`src/rtl/ifn_pkg.sv`:
```
package ifn_pkg;

    // Gain of cell idx: spreads linearly from base to 1.5 * base.
    function automatic int unsigned cell_gain(input int unsigned idx,
                                              input int unsigned base,
                                              input int unsigned n);
        if (n < 2) return base;
        return base + (base * idx) / (2 * (n - 1));
    endfunction

endpackage

```
`src/rtl/ifn_popcnt.sv`:
```
module ifn_popcnt #(
    parameter int N  = 4,
    parameter int CW = 3
) (
    input  logic [N-1:0]  bits_i,
    output logic [CW-1:0] cnt_o
);
    always_comb begin
        cnt_o = '0;
        for (int i = 0; i < N; i++) begin
            cnt_o = cnt_o + CW'(bits_i[i]);
        end
    end
endmodule

```
`src/rtl/ifn_cell.sv`:
```
module ifn_cell #(
    parameter int W    = 16,
    parameter int XW   = 9,
    parameter int CW   = 3,
    parameter int GAIN = 8,
    parameter int S    = 4,
    parameter int TH   = 1000,
    parameter int K    = 300
) (
    input  logic                 clk,
    input  logic                 rst,
    input  logic                 step,
    input  logic signed [XW-1:0] x,
    input  logic [CW-1:0]        n_inh,
    output logic                 spk
);
    // Wide enough for leak, gain product and inhibition without overflow.
    localparam int AW = W + XW + CW + 8;
    localparam logic signed [AW-1:0] GAINV = AW'(GAIN);
    localparam logic signed [AW-1:0] KV    = AW'(K);
    localparam logic signed [AW-1:0] THV   = AW'(TH);
    localparam logic signed [AW-1:0] MINV  = {{(AW-W+1){1'b1}}, {(W-1){1'b0}}};

    typedef struct packed {
        logic signed [W-1:0] v;
        logic                spk;
    } cell_t;

    cell_t c_d, c_q;
    logic signed [AW-1:0] v_e, x_e, n_e, acc;

    always_comb begin
        c_d = c_q;
        v_e = {{(AW-W){c_q.v[W-1]}}, c_q.v};
        x_e = {{(AW-XW){x[XW-1]}}, x};
        n_e = {{(AW-CW){1'b0}}, n_inh};
        acc = v_e - (v_e >>> S) + x_e * GAINV - n_e * KV;
        if (step) begin
            if (acc >= THV) begin
                c_d.v   = '0;
                c_d.spk = 1'b1;
            end else if (acc < MINV) begin
                c_d.v   = MINV[W-1:0];
                c_d.spk = 1'b0;
            end else begin
                c_d.v   = acc[W-1:0];
                c_d.spk = 1'b0;
            end
        end
    end

    always_ff @(posedge clk) begin
        if (rst) c_q <= '0;
        else     c_q <= c_d;
    end

    assign spk = c_q.spk;
endmodule

```
`src/rtl/ifn_net.sv`:
```
module ifn_net #(
    parameter int N         = 4,
    parameter int W         = 16,
    parameter int IW        = 8,
    parameter int GAIN_BASE = 8,
    parameter int S         = 4,
    parameter int TH        = 1000,
    parameter int K         = 300
) (
    input  logic                         clk,
    input  logic                         rst,
    input  logic                         step_i,
    input  logic signed [IW-1:0]         base_i,
    input  logic signed [IW-1:0]         var_i,
    input  logic                         casc_en_i,
    input  logic signed [IW-1:0]         stage_gain_i,
    output logic [N-1:0]                 spk_o,
    output logic [$clog2(N+1)-1:0]       cnt_o,
    output logic                         vld_o,
    output logic signed [IW-1:0]         drive_o
);
    localparam int XW = IW + 1;
    localparam int CW = $clog2(N + 1);

    typedef struct packed {
        logic vld;
    } net_t;

    net_t n_d, n_q;
    logic signed [XW-1:0] x_s;
    logic [N-1:0]         spk;
    logic [CW-1:0]        cnt;
    logic [CW-1:0]        others [N];

    assign x_s = {base_i[IW-1], base_i} + {var_i[IW-1], var_i};

    ifn_popcnt #(.N(N), .CW(CW)) u_cnt (
        .bits_i (spk),
        .cnt_o  (cnt)
    );

    for (genvar i = 0; i < N; i++) begin : g_cell
        assign others[i] = cnt - CW'(spk[i]);
        ifn_cell #(
            .W    (W),
            .XW   (XW),
            .CW   (CW),
            .GAIN (int'(ifn_pkg::cell_gain(i, GAIN_BASE, N))),
            .S    (S),
            .TH   (TH),
            .K    (K)
        ) u_cell (
            .clk   (clk),
            .rst   (rst),
            .step  (step_i),
            .x     (x_s),
            .n_inh (others[i]),
            .spk   (spk[i])
        );
    end

    always_comb begin
        n_d     = n_q;
        n_d.vld = step_i;
    end

    always_ff @(posedge clk) begin
        if (rst) n_q <= '0;
        else     n_q <= n_d;
    end

    assign spk_o   = spk;
    assign vld_o   = n_q.vld;
    assign cnt_o   = casc_en_i ? CW'(|spk) : cnt;
    assign drive_o = (casc_en_i && (|spk)) ? stage_gain_i : '0;
endmodule

```
`config.mk`:
```
export PLATFORM = sky130hd
export DESIGN_NAME = ifn_net
export DESIGN_NICKNAME = d
export VERILOG_FILES = /design/src/rtl/ifn_pkg.sv /design/src/rtl/ifn_popcnt.sv /design/src/rtl/ifn_cell.sv /design/src/rtl/ifn_net.sv
export SDC_FILE = /design/constraint.sdc
export NUM_CORES = 1
export LEC_CHECK = 0
export ABC_AREA = 1
export ABC_CLOCK_PERIOD_IN_PS = 5700
export BUFFER_PORTS_ARGS = -buffer_cell sky130_fd_sc_hd__buf_4
export CORE_ASPECT_RATIO = 1.75
export CORE_MARGIN = 2
export CORE_UTILIZATION = 30
export CTS_CLUSTER_SIZE = 40
export DETAILED_ROUTE_END_ITERATION = 7
export GPL_ROUTABILITY_DRIVEN = 0
export PLACE_DENSITY = 0.53
export SKIP_LAST_GASP = 1
export SLEW_MARGIN = 20
export SYNTH_ARGS = -nofsm -noshare
export SYNTH_HDL_FRONTEND = slang
export SYNTH_SLANG_ARGS = --single-unit
```
`constraint.sdc`:
```
create_clock -name clk -period 5.7 [get_ports clk]
set_clock_uncertainty 0.15 [all_clocks]
set_input_delay 0.57 -clock clk [delete_from_list [all_inputs] [get_ports clk]]
set_output_delay 0.57 -clock clk [all_outputs]
set_load 0.05 [all_outputs]
```
==> flow_summary.json <==
{
  "rsz0062_at_grt": "yes",
  "drt-wirelength-per-cell_um": 15.1,
  "fmax_mhz": 164,
  "m1WireLength_mm": 17.3,
  "cap_violations": 0,
  "coreArea_um2": 45800,
  "grt_max_degree": 52,
  "netlist_area_um2": 13800,
  "grt_usage_pct": 19.8,
  "synth-main-ff-cell": "dfxtp_1",
  "dr_wl_met2_mm": 28.7,
  "grt_pass1_vias": 15670,
  "antenna_cells": 0,
  "htreeDepth": 3,
  "clk_path_buf_depth": 2,
  "avgSynthCellArea_um2": 6.19,
  "syn_to_final_growth_pct": 50.3,
  "cts.clk_slew.worst_paths_ns": 0.06,
  "critPathRequiredTime_ns": 5.81,
  "yosys_warnings": 0,
  "clock_sinks": 69,
  "status": "complete, but fails checks",
  "dieHeight_um": 288,
  "die_area_um2": 48000,
  "synth_nets": 2536,
  "totalWireLength_mm": 49.8,
  "synth-edff-count": 0,
  "nets": 3007,
  "rows": 104,
  "fin_cells": 3295,
  "ys_seq_area_share_pct": 9.97,
  "worst_slack_ns": -0.397,
  "netlist_instances": 2236,
  "crit_path_top_delay_cell": "fa_2",
  "holdCritPathClass": "flip-flop to flip-flop",
  "dp_cells": 3216,
  "ant_nets": 0,
  "synth-async-reset-ratio_pct": 0,
  "wl_met3_um": 971,
  "grt_pass1_wl_mm": 75.8,
  "antenna_found_initial": 0,
  "failed_checks": "negative setup slack",
  "cts-root-buf": "clkbuf_16",
  "die_x_um": 166,
  "pre_cts_slack_ns": -0.728,
  "final.period_utilization_pct": 107,
  "cts_tree": "built",
  "hold_viol": 0,
  "ys_ff_latch": 69,
  "io_pins": 44,
  "place_hpwl_mm": 40.3,
  "critical_path.max_stage_delay_ns": 0.59,
  "io_buffers": 43,
  "drv_slew": 0,
  "first_iter_violations": 544,
  "vias_per_cell": 4.80,
  "numCtsBuffers": 9,
  "vias": 15801,
  "post-route-drc-count": 0,
  "cp_max_fo": 8,
  "setup_violations": 63,
  "initial_utilization_pct": 30.2,
  "drtPass1Iterations": 5,
  "critical_path_class": "flip-flop to flip-flop",
  "worst-endpoint-arrival_ns": 6.20,
  "cp-end-kind": "flip-flop",
  "min_period_ns": 6.10,
  "layout-drive-gt1-share_pct": 33.7,
  "relSlewSlack_pct": 30.5,
  "yosysUniqueCellTypes": 38,
  "top_layer_used": "met4",
  "worst_pin_slew_ns": 1.04,
  "overflow": 0,
  "clock_latency_ns": 0.37,
  "cp-start-kind": "flip-flop"
}
==> sequential cells by signal, summed over array words and instances (netlist names) <==
name and cells:
g_cell.u_cell.spk 4, g_cell.u_cell.c_q 64, vld_o 1
==> metal layers <==
| metal | up-vias | track usage, % |
|---|---|---|
| li1 | 7998 | - |
| met1 | 7410 | 18.2 |
| met2 | 271 | 41.7 |
| met3 | 122 | 1.60 |
| met4 | 0 | 11.0 |
| met5 | - | 0 |
==> cell type report <==
| class | instances | area, um^2 |
|---|---|---|
| Fill cell | 4594 | 25000 |
| Multi-Input combinational cell | 1689 | 12700 |
| Timing Repair Buffer | 490 | 3960 |
| Inverter | 448 | 1710 |
| Sequential cell | 69 | 1390 |
| Tap cell | 583 | 729 |
| Clock buffer | 12 | 246 |
| Clock inverter | 4 | 47.5 |
==> through the flow <==
step / instance area, um^2 / setup TNS (ns) / util (%) / hold WS, ns
floorplan: 14200 / -2.40 / - / 0.276
global placement: 18100 / -38.15 / 39.6 / 0.288
detailed placement: 18100 / -42.38 / 39.6 / 0.292
CTS: 19400 / -20.25 / 42.3 / 0.305
global route: 20800 / -35.20 / 45.4 / 0.320
finish: 20800 / -17.17 / 45.4 / 0.299
==> placed cells by master, fill, tap and decap left out, types with 10 or more instances in the layout <==
cell / n
nor2_2: 31
nor2_4: 12
buf_6: 23
inv_1: 385
inv_2: 54
a21oi_4: 10
nand4_1: 59
ha_1: 141
clkbuf_16: 12
buf_12: 10
nor3_1: 14
a21oi_2: 35
fa_1: 52
o21ai_0: 49
o21bai_1: 10
a21oi_1: 108
xor2_1: 62
xor2_2: 11
nand2_2: 83
nand3_2: 36
nand3b_1: 13
nand3_1: 84
buf_4: 453
xnor2_1: 39
nand2_1: 496
ha_4: 64
nor2_1: 181
dfxtp_1: 67
fa_2: 10
nor3_2: 10
nand2_4: 14
==> Yosys cell counts, drive strengths merged, types with 11 or more instances <==
cell / n / area share (%)
fa: 62 / 9.0
a21oi: 153 / 5.6
clkbuf: 19 / 0.51
xnor2: 42 / 2.7
ha: 210 / 19
nand3: 125 / 4.5
dfxtp: 69 / 10
nand2: 594 / 16
o21bai: 13 / 0.70
buf: 11 / 0.55
nand4: 59 / 2.7
inv: 447 / 12
o21ai: 57 / 2.1
nand3b: 13 / 0.70
xor2: 75 / 4.7
nor2: 224 / 6.1
nor3: 27 / 0.98
==> what timing repair did <==
action,4_1_cts,5_1_grt
gates cloned,2,3
gates resized for setup,130,296
endpoints found under the hold margin,0,0
hold buffers,0,0
buffers inserted,32,30
setup endpoints to repair,65,66
pin swaps,76,185
==> final timing paths <==
path	from	end	slack, ns	cells after the start
hold / removal	g_cell[0].u_cell.c_q[9]	g_cell[0].u_cell.c_q[9]	0.30	2
setup / recovery	g_cell[0].u_cell.spk	g_cell[3].u_cell.c_q[13]	-0.40	37
setup reg to reg	g_cell[0].u_cell.spk	g_cell[3].u_cell.c_q[13]	-0.40	37
hold reg to reg	g_cell[0].u_cell.c_q[9]	g_cell[0].u_cell.c_q[9]	0.30	2
==> worst max-delay path: cells and delay by family (launching register included) <==
kind | cells | cell delay [ns]
AO/OA/AOI/OAI | 2 | 0.34
XOR/XNOR | 1 | 0.19
adder cells (fa/ha/maj) | 9 | 2.87
buffers and inverters | 10 | 0.83
flip-flops | 1 | 0.37
AND/OR/NAND/NOR | 15 | 1.26
==> logic make-up (layout without fill, tap and decap cells) <==
family                   after synthesis  after routing  share of synthesized area (%)
flip-flops                            69             69                           9.97
XOR/XNOR                             117            117                           7.40
AND/OR/NAND/NOR                     1045           1045                           31.3
adder cells (fa/ha/maj)              272            272                           27.9
AO/OA/AOI/OAI                        255            255                           10.2
buffers and inverters                478            954                           13.2
Power is not shown: default switching activity piles up to over one toggle a cycle in this logic, so the estimate is an artifact.
